### src/rtl/dbs_pkg.sv
package dbs_pkg;
  localparam int BYTE_W   = 8;
  localparam int OP_BYTES = 4;
  localparam int OP_W     = BYTE_W * OP_BYTES;
  localparam int LANE_W   = 2 * BYTE_W;
  localparam int CNT_W    = $clog2(OP_BYTES + 1);

  typedef enum logic [1:0] {
    SIZ_LONG = 2'b00,
    SIZ_BYTE = 2'b01,
    SIZ_WORD = 2'b10,
    SIZ_TRI  = 2'b11
  } siz_e;

  localparam logic [1:0] ACK_PORT8  = 2'b10;
  localparam logic [1:0] ACK_PORT16 = 2'b00;

  function automatic logic [CNT_W-1:0] siz_bytes(input logic [1:0] siz);
    return (siz == SIZ_LONG) ? CNT_W'(OP_BYTES) : CNT_W'(siz);
  endfunction
endpackage

### src/rtl/dbs_step.sv
module dbs_step
  import dbs_pkg::*;
(
  input  logic             a0_i,
  input  logic [CNT_W-1:0] rem_i,
  input  logic             ack8_i,
  input  logic             ack16_i,
  output logic [CNT_W-1:0] adv_o,
  output logic             hi_en_o,
  output logic             lo_en_o,
  output logic [1:0]       hi_idx_o,
  output logic [1:0]       lo_idx_o
);
  logic [CNT_W-1:0] rem_m1, rem_m2;
  logic             pair;

  assign rem_m1 = rem_i - CNT_W'(1);
  assign rem_m2 = rem_i - CNT_W'(2);
  assign pair   = !a0_i && (rem_i >= CNT_W'(2));

  always_comb begin
    adv_o = '0;
    if (ack8_i)       adv_o = CNT_W'(1);
    else if (ack16_i) adv_o = pair ? CNT_W'(2) : CNT_W'(1);
  end

  assign hi_en_o  = ack8_i || (ack16_i && !a0_i);
  assign lo_en_o  = ack16_i && (a0_i || pair);
  assign hi_idx_o = rem_m1[1:0];
  assign lo_idx_o = a0_i ? rem_m1[1:0] : rem_m2[1:0];
endmodule

### src/rtl/dbs_wlane.sv
module dbs_wlane
  import dbs_pkg::*;
(
  input  logic [OP_W-1:0]   wdata_i,
  input  logic [CNT_W-1:0]  rem_i,
  input  logic              a0_i,
  output logic [LANE_W-1:0] lanes_o
);
  logic [CNT_W-1:0]  rem_m1, rem_m2;
  logic [BYTE_W-1:0] cur_b, nxt_b;

  assign rem_m1 = rem_i - CNT_W'(1);
  assign rem_m2 = rem_i - CNT_W'(2);
  assign cur_b  = wdata_i[BYTE_W*rem_m1[1:0] +: BYTE_W];
  assign nxt_b  = wdata_i[BYTE_W*rem_m2[1:0] +: BYTE_W];
  // upper byte mirrored on lower lanes unless a pair goes out together
  assign lanes_o = {cur_b, (!a0_i && rem_i >= CNT_W'(2)) ? nxt_b : cur_b};
endmodule

### src/rtl/dbs_rpack.sv
module dbs_rpack
  import dbs_pkg::*;
(
  input  logic [OP_W-1:0]   cur_i,
  input  logic [LANE_W-1:0] lanes_i,
  input  logic              hi_en_i,
  input  logic              lo_en_i,
  input  logic [1:0]        hi_idx_i,
  input  logic [1:0]        lo_idx_i,
  output logic [OP_W-1:0]   nxt_o
);
  for (genvar k = 0; k < OP_BYTES; k++) begin : g_byte
    always_comb begin
      nxt_o[BYTE_W*k +: BYTE_W] = cur_i[BYTE_W*k +: BYTE_W];
      if (hi_en_i && hi_idx_i == 2'(k))
        nxt_o[BYTE_W*k +: BYTE_W] = lanes_i[LANE_W-1 -: BYTE_W];
      else if (lo_en_i && lo_idx_i == 2'(k))
        nxt_o[BYTE_W*k +: BYTE_W] = lanes_i[BYTE_W-1:0];
    end
  end
endmodule

### src/rtl/dbs_seq.sv
module dbs_seq
  import dbs_pkg::*;
#(
  parameter int ADDR_W = 24
) (
  input  logic              clk_i,
  input  logic              rst_ni,
  input  logic              req_valid_i,
  output logic              req_ready_o,
  input  logic [1:0]        req_size_i,
  input  logic [ADDR_W-1:0] req_addr_i,
  input  logic              req_we_i,
  input  logic [OP_W-1:0]   req_wdata_i,
  output logic              bus_cyc_o,
  output logic              bus_we_o,
  output logic [ADDR_W-1:0] bus_addr_o,
  output logic [1:0]        bus_siz_o,
  output logic [LANE_W-1:0] bus_wdata_o,
  input  logic [LANE_W-1:0] bus_rdata_i,
  input  logic [1:0]        bus_ack_n_i,
  output logic              done_o,
  output logic              fault_o,
  output logic [OP_W-1:0]   rdata_o
);
  logic              busy_q, we_q, done_q, fault_q;
  logic [ADDR_W-1:0] addr_q;
  logic [CNT_W-1:0]  rem_q, adv;
  logic [OP_W-1:0]   wdata_q, rbuf_q, rbuf_nxt, rdata_q;
  logic              ack8, ack16, hi_en, lo_en, misalign;
  logic [1:0]        hi_idx, lo_idx;

  assign ack8     = busy_q && (bus_ack_n_i == ACK_PORT8);
  assign ack16    = busy_q && (bus_ack_n_i == ACK_PORT16);
  assign misalign = (req_size_i == SIZ_TRI) ||
                    (req_size_i != SIZ_BYTE && req_addr_i[0]);

  dbs_step u_step (
    .a0_i    (addr_q[0]),
    .rem_i   (rem_q),
    .ack8_i  (ack8),
    .ack16_i (ack16),
    .adv_o   (adv),
    .hi_en_o (hi_en),
    .lo_en_o (lo_en),
    .hi_idx_o(hi_idx),
    .lo_idx_o(lo_idx)
  );

  dbs_wlane u_wlane (
    .wdata_i(wdata_q),
    .rem_i  (rem_q),
    .a0_i   (addr_q[0]),
    .lanes_o(bus_wdata_o)
  );

  dbs_rpack u_rpack (
    .cur_i   (rbuf_q),
    .lanes_i (bus_rdata_i),
    .hi_en_i (hi_en && !we_q),
    .lo_en_i (lo_en && !we_q),
    .hi_idx_i(hi_idx),
    .lo_idx_i(lo_idx),
    .nxt_o   (rbuf_nxt)
  );

  always_ff @(posedge clk_i or negedge rst_ni) begin
    if (!rst_ni) begin
      busy_q  <= 1'b0;
      we_q    <= 1'b0;
      done_q  <= 1'b0;
      fault_q <= 1'b0;
      addr_q  <= '0;
      rem_q   <= '0;
      wdata_q <= '0;
      rbuf_q  <= '0;
      rdata_q <= '0;
    end else begin
      done_q  <= 1'b0;
      fault_q <= 1'b0;
      if (!busy_q) begin
        if (req_valid_i) begin
          if (misalign) begin
            fault_q <= 1'b1;
          end else begin
            busy_q  <= 1'b1;
            we_q    <= req_we_i;
            addr_q  <= req_addr_i;
            rem_q   <= siz_bytes(req_size_i);
            wdata_q <= req_wdata_i;
            rbuf_q  <= '0;
          end
        end
      end else if (adv != '0) begin
        addr_q <= addr_q + ADDR_W'(adv);
        rem_q  <= rem_q - adv;
        rbuf_q <= rbuf_nxt;
        if (rem_q == adv) begin
          busy_q  <= 1'b0;
          done_q  <= 1'b1;
          rdata_q <= rbuf_nxt;
        end
      end
    end
  end

  assign req_ready_o = !busy_q;
  assign bus_cyc_o   = busy_q;
  assign bus_we_o    = we_q;
  assign bus_addr_o  = addr_q;
  assign bus_siz_o   = rem_q[1:0];
  assign done_o      = done_q;
  assign fault_o     = fault_q;
  assign rdata_o     = rdata_q;

  AST_READY_LOW_BUSY: assert property (@(posedge clk_i) disable iff (!rst_ni)
    bus_cyc_o |-> !req_ready_o);
  AST_WAIT_HOLD: assert property (@(posedge clk_i) disable iff (!rst_ni)
    (bus_cyc_o && !ack8 && !ack16) |=> (bus_cyc_o && $stable(bus_addr_o) &&
      $stable(bus_siz_o) && $stable(bus_wdata_o)));
  AST_FAULT_NO_CYCLE: assert property (@(posedge clk_i) disable iff (!rst_ni)
    fault_o |-> (!bus_cyc_o && !done_o));
  AST_DONE_AFTER_CYCLE: assert property (@(posedge clk_i) disable iff (!rst_ni)
    $rose(done_o) |-> $past(bus_cyc_o));
  AST_STEP_PORT8: assert property (@(posedge clk_i) disable iff (!rst_ni)
    (ack8 && bus_siz_o != SIZ_BYTE) |=> (bus_addr_o == $past(bus_addr_o) + 1'b1));
  AST_LANES_DISTINCT: assert property (@(posedge clk_i) disable iff (!rst_ni)
    (hi_en && lo_en) |-> (hi_idx != lo_idx));
endmodule

### config.mk
export PLATFORM = sky130hd
export DESIGN_NAME = dbs_seq
export DESIGN_NICKNAME = d
export VERILOG_FILES = /design/src/rtl/dbs_pkg.sv /design/src/rtl/dbs_step.sv /design/src/rtl/dbs_wlane.sv /design/src/rtl/dbs_rpack.sv /design/src/rtl/dbs_seq.sv
export SDC_FILE = /design/constraint.sdc
export NUM_CORES = 1
export LEC_CHECK = 0
export ABC_AREA = 1
export BUFFER_PORTS_ARGS = -buffer_cell sky130_fd_sc_hd__buf_2
export CAP_MARGIN = 20
export CORE_MARGIN = 3
export CORE_UTILIZATION = 40
export DETAILED_ROUTE_END_ITERATION = 7
export MAX_ROUTING_LAYER = met4
export PLACE_DENSITY = 0.75
export SLEW_MARGIN = 10
export SYNTH_ARGS = -nofsm -noshare
export SYNTH_HDL_FRONTEND = slang
export SYNTH_SLANG_ARGS = --single-unit
### constraint.sdc
create_clock -name clk_i -period 3.5 [get_ports clk_i]
set_clock_uncertainty 0.05 [all_clocks]
set_input_delay 0.35 -clock clk_i [delete_from_list [all_inputs] [get_ports clk_i]]
set_output_delay 0.35 -clock clk_i [all_outputs]
set_load 0.02 [all_outputs]
==> results.txt <==
TritonCTS Sinks: 127
Cell taking the most area after synthesis: dfrtp_1
Nets: 1223
Synth top cells by count: 343 x nand2_1, 147 x nand3_1, 127 x dfrtp_1
Max Clock Freq: 317 MHz
Clock slew at reported path FFs: 60 ps
Maximum VDD drop: 763 uV
Area growth syn-to-layout: 22.0%
Crit path time final: 3160 ps
Via-to-Cell Ratio: 5.23
Yosys reg bits: 127
Post-synth cell types: 34
Clock Tree Root: clkbuf_16
Hold WC Path Type: input pin to async pin
Pre-CTS worst setup slack: 559 ps
Total GRT Usage: 22.1%
Vias in the first global route: 6919
Cell Pwr Density: 1010 nW/um2
Net Count, Synth: 1074
Antenna violations before repair: 1
Slew @ Worst Pin: 957 ps
YS warnings: 0
WL final: 21200 um
DRC viols: 0
Number of flops mapped to enable cells by yosys: 0
Count leader, synth: nand2_1
Worst Path Arrival: 2760 ps
Failing checks: negative hold slack
Crit path buffers/inverters: 4
CTS H-tree depth: 4
CP max FO: 37
Number of cell rows: 48
Unrepaired setup endpoints after global routing: false
I/O Buffers: 158
Final GP Congestion: 0.889
Hold buffers post-CTS: 0
Share of cells above drive strength 1: 22.7%
Cell Area, Placed: 8270 um2
Critical path class: flip-flop to output pin
CP max stage cell: ha_1
Setup TNS: 0 ps
Top cell type's share of synthesized area: 43.6%
Startpoint Class: flip-flop
Routed Antenna Nets: 0
Max cap viols: 0
Slew margin rel.: 36.1%
I/O pin count: 159
Synth Flop Type: dfrtp_1
Crit path max-delay family: buffers and inverters
Die X: 141 um
Post-cts repair resize count: 0
Top cells by area, synth: dfrtp_1 44%, nand2_1 18%, nand3_1 10%
Crit share post-route: 90.2%
WL/cell: 15.4 um
Postcts setup bufs: 0
TritonCTS clock tree: built
First-pass GRT wire length: 34600 um
Starting density of the core: 41.5%
Lkg Pwr: 4.68 nW
First DRT Iteration DRCs: 645
Post-detail-place hpwl: 14600 um
Latest clock arrival within the worst-skew pair: 420 ps
Max-slew violation count: 0
Largest net degree at the start of global routing: 70
Mapped Cells: 984
Min setup slack post-route: 342 ps
Final Hold Viols: 2
Core Region: 17500 um2
Worst EP required: 3100 ps
DIE AREA: 19900 um2
Setup violators final: 0
Drt pass-1 iters: 5
Mapped Area: 7280 um2
Post-Synthesis Mean Instance Area: 7.40 um2
CTS Buf Count: 17
CP cell instances: inv_2 > buf_4 > ha_1 > inv_2 > o21ai_0 > o21ai_0 > nor2_1 > a31oi_1 > buf_2
Worst Setup End Kind: output pin
GRT Residual Overflow: 0
CTS Buffer Depth: 2
Sequential fraction of the synthesis area: 43.6%
Final hold slack: -12.1 ps
Max incr delay on CP: 410 ps
Post-synthesis async set-or-reset flop share: 100%
Vias: 7180
Post-route cell area: 8890 um2
Outcome: finished, violations left
Die H: 141 um
[cell type report]
class | count | area [um2]
fill | 1708 | 8650
multi-input combinational | 756 | 3670
sequential | 127 | 3180
timing repair buffer | 173 | 918
clock buffer | 23 | 488
tap | 225 | 282
inverter | 58 | 218
clock inverter | 9 | 131
antenna | 1 | 2.50
[power breakdown]
group          internal (mW)  total, mW  switching [mW]
sequential              2.13       2.64           0.509
clock                   1.19       1.85           0.653
combinational           1.50       4.53            3.03
total                   4.83       9.02            4.19
[state kept, by name, indices dropped and copies added, names as in the netlist]
| register | count |
|---|---|
| done_o | 1 |
| fault_o | 1 |
| wdata_q | 32 |
| bus_cyc_o | 1 |
| rem_q | 3 |
| bus_we_o | 1 |
| rdata_o | 32 |
| rbuf_q | 32 |
| bus_addr_o | 24 |
[placed cells by master (no fill, tap or decap), types with 3 or more instances in the layout]
| master | Yosys | final |
|---|---|---|
| mux2_2 | 31 | 31 |
| inv_1 | 48 | 48 |
| nor2_1 | 93 | 93 |
| nand2_2 | 5 | 5 |
| buf_4 | 4 | 15 |
| nand3_2 | 5 | 5 |
| dfrtp_1 | 127 | 127 |
| o21ai_0 | 66 | 66 |
| o211ai_1 | 3 | 3 |
| inv_2 | 8 | 8 |
| clkbuf_16 | 0 | 17 |
| buf_2 | 14 | 157 |
| nand3b_1 | 6 | 6 |
| nand2_1 | 343 | 343 |
| clkinvlp_4 | 0 | 3 |
| clkbuf_8 | 0 | 4 |
| nand4_1 | 4 | 4 |
| nor2_4 | 3 | 3 |
| o22ai_1 | 16 | 16 |
| bufinv_16 | 0 | 3 |
| nand3_1 | 147 | 147 |
| ha_1 | 8 | 8 |
| a21oi_1 | 10 | 10 |
[metrics by stage]
step	total power, mW	utilization, %	std cells
finish	9.02	50.7	1372
global placement	7.07	47.1	1339
floorplan	5.76	-	984
global route	9.75	50.7	1372
detailed placement	7.18	47.1	1339
CTS	9.06	50.7	1371
[routing by layer]
layer,global-route usage (%),vias up,routed length [um]
met4,7.39,0,360
met1,28.7,3317,9100
met5,-,-,0
met2,34.5,309,9890
met3,4.88,33,1800
li1,-,3521,-
[final timing paths]
check | startpoint | depth (start not counted) | slack [ps] | end
hold reg to reg | rdata_o[13]$_DFFE_PN0P_ | 2 | 420 | rdata_o[13]$_DFFE_PN0P_
max in group asynchronous | rst_ni | 2 | 2500 | wdata_q[3]$_DFFE_PN0P_
hold / removal | rst_ni | 1 | -10 | rdata_o[17]$_DFFE_PN0P_
min in group clk_i | req_wdata_i[23] | 2 | 120 | wdata_q[23]$_DFFE_PN0P_
setup reg to reg | rem_q[0]$_DFFE_PN0P_ | 19 | 500 | bus_addr_o[10]$_DFFE_PN0P_
setup / recovery | rem_q[0]$_DFFE_PN0P_ | 9 | 340 | bus_wdata_o[3]
[logic make-up (layout without fill, tap and decap cells)]
group,Yosys count,after routing,synth area share (%)
AND/OR/NAND/NOR,612,612,36.0
flip-flops,127,127,43.6
AO/OA/AOI/OAI,102,102,7.56
buffers and inverters,101,263,5.98
multiplexers,31,31,4.79
adder cells (fa/ha/maj),10,10,1.92
XOR/XNOR,1,1,0.120
other,0,1,0
No activity file was read; power rests on OpenSTA's default activity.
